===== config.mk =====
export PLATFORM = sky130hd
export DESIGN_NAME = tmr_count_core
export DESIGN_NICKNAME = d
export VERILOG_FILES = /design/src/rtl/tmr_pkg.sv /design/src/rtl/tmr_tick_sel.sv /design/src/rtl/tmr_cnt_path.sv /design/src/rtl/tmr_ext_flags.sv /design/src/rtl/tmr_count_core.sv
export SDC_FILE = /design/constraint.sdc
export NUM_CORES = 1
export LEC_CHECK = 0
export BUFFER_PORTS_ARGS = -buffer_cell sky130_fd_sc_hd__clkbuf_2
export CAP_MARGIN = 20
export CORE_ASPECT_RATIO = 0.9
export CORE_MARGIN = 4
export CORE_UTILIZATION = 35
export CTS_BUF_LIST = sky130_fd_sc_hd__clkbuf_2 sky130_fd_sc_hd__clkbuf_4 sky130_fd_sc_hd__clkbuf_8
export CTS_CLUSTER_DIAMETER = 80
export CTS_CLUSTER_SIZE = 8
export DETAILED_ROUTE_END_ITERATION = 6
export PLACE_DENSITY = 0.67
export SETUP_SLACK_MARGIN = 0.15
export SKIP_CTS_REPAIR_TIMING = 1
export SYNTH_ARGS = -nofsm -noshare
export SYNTH_HDL_FRONTEND = slang
export SYNTH_HIERARCHICAL = 1
export SYNTH_SLANG_ARGS = --single-unit

===== constraint.sdc =====
create_clock -name clk -period 5.8 [get_ports clk]
set_clock_uncertainty 0.2 [all_clocks]
set_input_delay 0.58 -clock clk [delete_from_list [all_inputs] [get_ports clk]]
set_output_delay 0.58 -clock clk [all_outputs]
set_load 0.01 [all_outputs]

===== src/rtl/tmr_pkg.sv =====
package tmr_pkg;
  typedef enum logic [1:0] {
    ACT_HOLD  = 2'd0,
    ACT_LOAD  = 2'd1,
    ACT_CLEAR = 2'd2,
    ACT_STEP  = 2'd3
  } tmr_act_e;
endpackage


===== src/rtl/tmr_tick_sel.sv =====
module tmr_tick_sel #(
  parameter int SEL_W = 3,
  parameter int NTAPS = (1 << SEL_W) - 1
) (
  input  logic [NTAPS-1:0] taps,
  input  logic [SEL_W-1:0] sel,
  output logic             tick
);
  logic [NTAPS-1:0] hit;

  // Select value k+1 routes tap k; select 0 routes nothing.
  for (genvar k = 0; k < NTAPS; k++) begin : g_tap
    assign hit[k] = taps[k] && (sel == SEL_W'(k + 1));
  end

  assign tick = |hit;

  always_comb begin
    a_r1_one_hot_pick: assert ($onehot0(hit));
  end
endmodule


===== src/rtl/tmr_cnt_path.sv =====
module tmr_cnt_path
  import tmr_pkg::*;
#(
  parameter int WIDTH = 8
) (
  input  logic             clk,
  input  logic             rst,
  input  logic             tick,
  input  logic             en,
  input  logic             down,
  input  logic             clr,
  input  logic             wr,
  input  logic [WIDTH-1:0] wdata,
  output tmr_act_e         act,
  output logic [WIDTH-1:0] cnt_q,
  output logic [WIDTH-1:0] cnt_nxt
);
  localparam logic [WIDTH-1:0] ONE = WIDTH'(1);

  // Priority: bus load, then clear, then step.
  always_comb begin
    if (wr)              act = ACT_LOAD;
    else if (tick && clr) act = ACT_CLEAR;
    else if (tick && en)  act = ACT_STEP;
    else                  act = ACT_HOLD;
  end

  always_comb begin
    unique case (act)
      ACT_LOAD:  cnt_nxt = wdata;
      ACT_CLEAR: cnt_nxt = '0;
      ACT_STEP:  cnt_nxt = down ? cnt_q - ONE : cnt_q + ONE;
      default:   cnt_nxt = cnt_q;
    endcase
  end

  always_ff @(posedge clk) begin
    if (rst) cnt_q <= '0;
    else     cnt_q <= cnt_nxt;
  end

  // a load lands on the next edge regardless of other controls
  a_r4_load_wins: assert property (@(posedge clk) disable iff (rst)
    wr |=> cnt_q == $past(wdata));

  // without a tick and without a load the count holds
  a_r1_no_tick_hold: assert property (@(posedge clk) disable iff (rst)
    (!tick && !wr) |=> $stable(cnt_q));

  // clear on a tick without a load yields zero
  a_r3_clear_zero: assert property (@(posedge clk) disable iff (rst)
    (tick && clr && !wr) |=> cnt_q == '0);
endmodule


===== src/rtl/tmr_ext_flags.sv =====
module tmr_ext_flags
  import tmr_pkg::*;
#(
  parameter int WIDTH = 8
) (
  input  logic             clk,
  input  logic             rst,
  input  tmr_act_e         act,
  input  logic             down,
  input  logic             sweep,
  input  logic [WIDTH-1:0] cnt_q,
  input  logic [WIDTH-1:0] cnt_nxt,
  input  logic             flag_clr,
  output logic             at_max,
  output logic             at_bottom,
  output logic             ovf
);
  localparam logic [WIDTH-1:0] TOP = {WIDTH{1'b1}};
  localparam logic [WIDTH-1:0] ONE = WIDTH'(1);

  logic ovf_set;

  // Wrap mode: up step out of the top. Sweep mode: down step landing at zero.
  always_comb begin
    ovf_set = 1'b0;
    if (act == ACT_STEP) begin
      if (sweep) ovf_set = down && (cnt_q == ONE);
      else       ovf_set = !down && (cnt_q == TOP);
    end
  end

  always_ff @(posedge clk) begin
    if (rst) begin
      at_max    <= 1'b0;
      at_bottom <= 1'b1;
      ovf       <= 1'b0;
    end else begin
      at_max    <= (cnt_nxt == TOP);
      at_bottom <= (cnt_nxt == '0);
      if (ovf_set)       ovf <= 1'b1;
      else if (flag_clr) ovf <= 1'b0;
    end
  end

  // the two extreme indications never coexist
  a_r5_extremes_exclusive: assert property (@(posedge clk) disable iff (rst)
    !(at_max && at_bottom));

  // a set event is visible on the next edge
  a_r6_set_seen: assert property (@(posedge clk) disable iff (rst)
    ovf_set |=> ovf);

  // a clear with no competing set empties the flag
  a_r8_clear_seen: assert property (@(posedge clk) disable iff (rst)
    (flag_clr && !ovf_set) |=> !ovf);

  // a load never raises the flag
  a_r4_load_no_flag: assert property (@(posedge clk) disable iff (rst)
    (act == ACT_LOAD && !ovf) |=> !ovf);
endmodule


===== src/rtl/tmr_count_core.sv =====
module tmr_count_core
  import tmr_pkg::*;
#(
  parameter int WIDTH = 8,
  parameter int SEL_W = 3,
  parameter int NTAPS = (1 << SEL_W) - 1
) (
  input  logic             clk,
  input  logic             rst,
  input  logic [NTAPS-1:0] tap_strobe,
  input  logic [SEL_W-1:0] clk_sel,
  input  logic             cnt_en,
  input  logic             cnt_down,
  input  logic             cnt_clr,
  input  logic             sweep_mode,
  input  logic             cpu_wr,
  input  logic [WIDTH-1:0] cpu_wdata,
  input  logic             ovf_clr,
  output logic [WIDTH-1:0] cpu_rdata,
  output logic             at_max,
  output logic             at_bottom,
  output logic             ovf_flag
);
  logic             tick;
  tmr_act_e         act;
  logic [WIDTH-1:0] cnt_q;
  logic [WIDTH-1:0] cnt_nxt;

  tmr_tick_sel #(.SEL_W(SEL_W), .NTAPS(NTAPS)) u_sel (
    .taps (tap_strobe),
    .sel  (clk_sel),
    .tick (tick)
  );

  tmr_cnt_path #(.WIDTH(WIDTH)) u_path (
    .clk     (clk),
    .rst     (rst),
    .tick    (tick),
    .en      (cnt_en),
    .down    (cnt_down),
    .clr     (cnt_clr),
    .wr      (cpu_wr),
    .wdata   (cpu_wdata),
    .act     (act),
    .cnt_q   (cnt_q),
    .cnt_nxt (cnt_nxt)
  );

  tmr_ext_flags #(.WIDTH(WIDTH)) u_flags (
    .clk       (clk),
    .rst       (rst),
    .act       (act),
    .down      (cnt_down),
    .sweep     (sweep_mode),
    .cnt_q     (cnt_q),
    .cnt_nxt   (cnt_nxt),
    .flag_clr  (ovf_clr),
    .at_max    (at_max),
    .at_bottom (at_bottom),
    .ovf       (ovf_flag)
  );

  assign cpu_rdata = cnt_q;

  // disabled, uncleared, unloaded cycles leave the count alone
  a_r10_disabled_hold: assert property (@(posedge clk) disable iff (rst)
    (!cnt_en && !cnt_clr && !cpu_wr) |=> $stable(cpu_rdata));
endmodule


=== Word-level counts from Yosys, hierarchy flattened ===
Index checks and enable logic that the tools add are counted.

* Add/subtract/negate cells: 2
* $mul: 0
* Div/mod/pow operators: 0
* $lt $le $gt $ge: 0
* Equality and inequality tests: 13
* Shifts and indexed selects: 0
* Multiplexer cells: 9
* Bitwise logic cells: 0
* Reduce and logical (&&, ||, !) cells: 15

{| class="wikitable"
|+ Operator list
! cell !! number
|-
| one-hot mux 8 bit (3 select lines) || 1
|-
| equality test 8 bit (second input constant) || 2
|-
| equality test 3 bit (second input constant) || 4
|-
| logical AND 1 bit || 11
|-
| adder 8 x 1 -> 8 bit (second input constant) || 1
|-
| equality test 8 x 1 -> 1 bit (second input constant) || 1
|-
| logical NOT 8 bit || 1
|-
| two-way mux 8 bit || 1
|-
| subtractor 8 x 1 -> 8 bit (second input constant) || 1
|-
| OR reduction 7 bit || 1
|-
| equality test 3 x 2 -> 1 bit (second input constant) || 2
|-
| two-way mux 2 bit || 3
|-
| equality test 2 bit (second input constant) || 2
|-
| two-way mux 1 bit || 4
|-
| equality test 3 x 1 -> 1 bit (second input constant) || 1
|-
| equality test 2 x 1 -> 1 bit (second input constant) || 1
|-
| nonzero test 2 bit || 1
|-
| logical NOT 1 bit || 1
|}

* Register bits after elaboration: 11
* Latch bits: 0
* Memory bits (writable): 0
* ROM bits: 0
* Memories: 0

=== Logic depth before layout (Yosys ltp) ===
* Depth after elaboration: 10
* Gate-level depth with buffers: 9
* Mapped depth without buffers: 9

=== Cells and area by module ===
The synthesis kept the hierarchy.

{| class="wikitable"
|+ Modules (own cells, without submodules)
! module !! instances !! cells an instance !! area an instance (um2)
|-
| tmr_cnt_path || 1 || 75 || 689.4
|-
| tmr_ext_flags || 1 || 20 || 170.2
|-
| tmr_tick_sel || 1 || 5 || 63.8
|}

=== Worst setup path before layout ===
OpenSTA, ideal clock, no wires.

* Path type: input-to-reg
* Start point: input port clk_sel[0]
* End point: register u_flags.at_max
* Library setup time: 0.096 ns
* Arrival time: 2.386 ns
* Slack: 3.118 ns
* Stages: 8
* Path buffers: 0
* Cell sequence: mux2_2 -> mux4_2 -> o21ai_2 -> nor2b_1 -> a22oi_1 -> o21ai_1 -> nand4_1 -> nor4b_1

* Longest elaborated chain between the ends: 10
* Elaborated cells between the ends (all ways): 25
* Those cells by class: eq/ne: 11; mux: 4; reduce/logical: 10

{| class="wikitable"
|+ Ends and longest elaborated chain
! what !! RTL line !! RTL
|-
| from (decl) || tmr_count_core.sv:11 || <nowiki>input logic [SEL_W-1:0] clk_sel,</nowiki>
|-
| equality test 3 x 1 -> 1 bit, or another cell as far along || tmr_tick_sel.sv:13 || <nowiki>assign hit[k] = taps[k] && (sel == SEL_W'(k + 1));</nowiki>
|-
| logical AND 1 bit || tmr_tick_sel.sv:13 ||
|-
| OR reduction 7 bit * || tmr_tick_sel.sv:16 || <nowiki>assign tick = |hit;</nowiki>
|-
| via tick || tmr_count_core.sv:24 || <nowiki>logic tick;</nowiki>
|-
| logical AND 1 bit || tmr_cnt_path.sv:24 || <nowiki>else if (tick && en) act = ACT_STEP;</nowiki>
|-
| two-way mux 2 bit || tmr_cnt_path.sv:24 ||
|-
| two-way mux 2 bit * || tmr_cnt_path.sv:23 || <nowiki>else if (tick && clr) act = ACT_CLEAR;</nowiki>
|-
| two-way mux 2 bit * || tmr_cnt_path.sv:22 || <nowiki>if (wr) act = ACT_LOAD;</nowiki>
|-
| equality test 2 bit or equality test 2 x 1 -> 1 bit (tied branches) || tmr_cnt_path.sv:29 || <nowiki>unique case (act)</nowiki>
|-
| one-hot mux 8 bit (3 select lines) * || tmr_cnt_path.sv:29 ||
|-
| via cnt_nxt[2] || tmr_count_core.sv:27 || <nowiki>logic [WIDTH-1:0] cnt_nxt;</nowiki>
|-
| equality test 8 bit * || tmr_ext_flags.sv:38 || <nowiki>at_max <= (cnt_nxt == TOP);</nowiki>
|-
| to (signal assigned) || tmr_ext_flags.sv:38 ||
|-
| to (decl) || tmr_ext_flags.sv:14 || <nowiki>output logic at_max,</nowiki>
|}

The timed path passes the listed nets; every way through them passes the cells marked *.
A chain may end at the register's enable or synchronous reset.

=== Worst setup path in the final report ===
Same ends and word-level chain as after synthesis.

==> flow_summary.json <==
{
  "hold_viol": 0,
  "yosys.area.top_type": "dfxtp_1",
  "io_buffers": 36,
  "chipWidth_um": 62.1,
  "drv_slew": 0,
  "antenna_left": 0,
  "synth_common_cells": "dfxtp_1, a21oi_1, ha_1, nor2b_1",
  "syn_area_per_cell_um2": 9.23,
  "hp-class": "in2reg",
  "worstPathArrival_ps": 2830,
  "maxCapViolCount": 0,
  "grt_max_degree": 17,
  "grtUsageTotal": 0.147,
  "vias_per_cell": 5.98,
  "synth_area_leaders": "dfxtp_1, ha_1, a21o_1",
  "syn_nets": 133,
  "min_period_ps": 2860,
  "rows": 17,
  "synth_top_area_share": 0.238,
  "place_congestion": 0.800,
  "h-tree-depth": 1,
  "core_area_um2": 2490,
  "dr.first_iter.drc_count": 70,
  "status": "complete, no violations",
  "cts_num_sinks": 11,
  "syn-cell-area_um2": 923,
  "area_delta_synth_final_pct": 26.2,
  "crit_required_ps": 5760,
  "crit_fanout": 6,
  "synthCells": 100,
  "period_share": 0.494,
  "antenna_cells": 0,
  "layout-drive-gt1-share": 0.381,
  "die_h_um": 56.7,
  "dr.pass1.iters": 4,
  "yosysMostFrequentCell": "dfxtp_1",
  "tightest_slew_ps": 413,
  "dieArea_um2": 3530,
  "rsz0062_at_grt": "false",
  "setup_violations": 0,
  "r2r_setup_slack_ps": 3190,
  "nets": 173,
  "wl_met1_um": 1060,
  "dp_hpwl_um": 2070,
  "synth_edf_count": 0,
  "worstSetupPathType": "in2reg",
  "met2WireLength_um": 1220,
  "antenna_found_initial": 0,
  "cp-start-kind": "primary input",
  "setup_tns_ps": 0,
  "crit_path_end_kind": "register",
  "synth_flop_cell": "dfxtp_1",
  "final_area_um2": 1160,
  "max_slew_margin": 0.724,
  "whs_path_depth": 3,
  "clock_path_buffers": 2,
  "wirelength_um": 2540,
  "wl_met3_um": 227,
  "ys_warn_count": 6,
  "clkLatencyLatePin_ps": 280,
  "grt_pass1_wl_um": 4270,
  "cts_buffers": 3,
  "ys_ff_latch": 11,
  "root_buffer": "clkbuf_4",
  "clkTransAtPathRegs_ps": 80,
  "highest_layer": "met4",
  "drc": 0,
  "fmax_mhz": 349,
  "place_area_um2": 1130,
  "powerDensity_nw_per_um2": 194,
  "ioPinCount": 37,
  "grt_overflow": 0,
  "grt_pass1_vias": 982,
  "reg2reg_depth": 8,
  "wl_per_cell_um": 15.2,
  "synth-seq-area-share": 0.238,
  "p_leak_nw": 0.527,
  "initial_core_util": 0.371,
  "vias": 999,
  "cts_tree": "yes",
  "synth_cell_types": 44,
  "synth_async_sr_flop_share": 0,
  "vdd_drop_max_uv": 148
}
==> layout by cell type (no fill, tap or decap), drive strengths merged, types with 4 or more instances in the layout <==
master / n
nor4: 4
dfxtp: 11
o21ai: 5
a21o: 5
nor2b: 6
a22oi: 4
clkbuf: 40
a21oi: 7
ha: 6
nor2: 5
==> where the power goes <==
group	switching (mW)	total, mW	internal, mW
clock	0.0280	0.0593	0.0314
combinational	0.0432	0.0804	0.0371
sequential	0.00668	0.0867	0.0800
total	0.0779	0.226	0.149
==> layout make-up <==
cell class / count / area [um2]
fill: 246 / 1320
multi-input combinational: 87 / 696
sequential: 11 / 220
timing repair buffer: 36 / 180
tap: 28 / 35.0
clock buffer: 4 / 30.0
inverter: 1 / 3.75
==> critical path: stages <==
cell and delay (ps):
clkbuf_2 120, mux2_1 320, mux4_2 540, o21ai_2 120, nor2b_1 390, a22oi_1 120
o21ai_1 170, nand4_1 130, nor4b_1 330
==> metrics by stage <==
step	total power [mW]	util	hold WS [ps]	std cells	setup WS, ps
2_1_floorplan	0.141	-	449	100	3120
3_3_place_gp	0.167	0.456	422	163	2830
3_5_place_dp	0.169	0.456	453	163	2660
4_1_cts	0.228	0.468	381	167	2940
5_1_grt	0.240	0.468	412	167	2720
6_report	0.226	0.468	404	167	2940
==> worst paths after layout <==
kind                              start                         end
max                          clk_sel[0]   u_flags/at_max$_SDFF_PP0_
min reg2reg    u_flags/ovf$_SDFFE_PP0P_    u_flags/ovf$_SDFFE_PP0P_
max reg2reg  u_path/cnt_q[1]$_SDFF_PP0_   u_flags/at_max$_SDFF_PP0_
min                        cpu_wdata[1]  u_path/cnt_q[1]$_SDFF_PP0_
==> sequential cells by signal (all words and copies together) (netlist names) <==
| name | flops |
|---|---|
| u_flags/at_bottom | 1 |
| u_flags/at_max | 1 |
| u_flags/ovf | 1 |
| u_path/cnt_q | 8 |
==> routing by layer <==
layer,up-vias,global-route usage
li1,477,-
met1,474,0.172
met2,43,0.247
met3,5,0.0560
met4,0,0.0433
met5,-,0
==> cell families after synthesis <==
logic type	Yosys count	share of synthesized area
flip-flops	11	0.238
AND/OR/NAND/NOR	38	0.260
adder cells (fa/ha/maj)	7	0.103
multiplexers	4	0.0610
XOR/XNOR	6	0.0569
AO/OA/AOI/OAI	32	0.272
buffers and inverters	2	0.00812
Power figures use the tool's default switching activity.
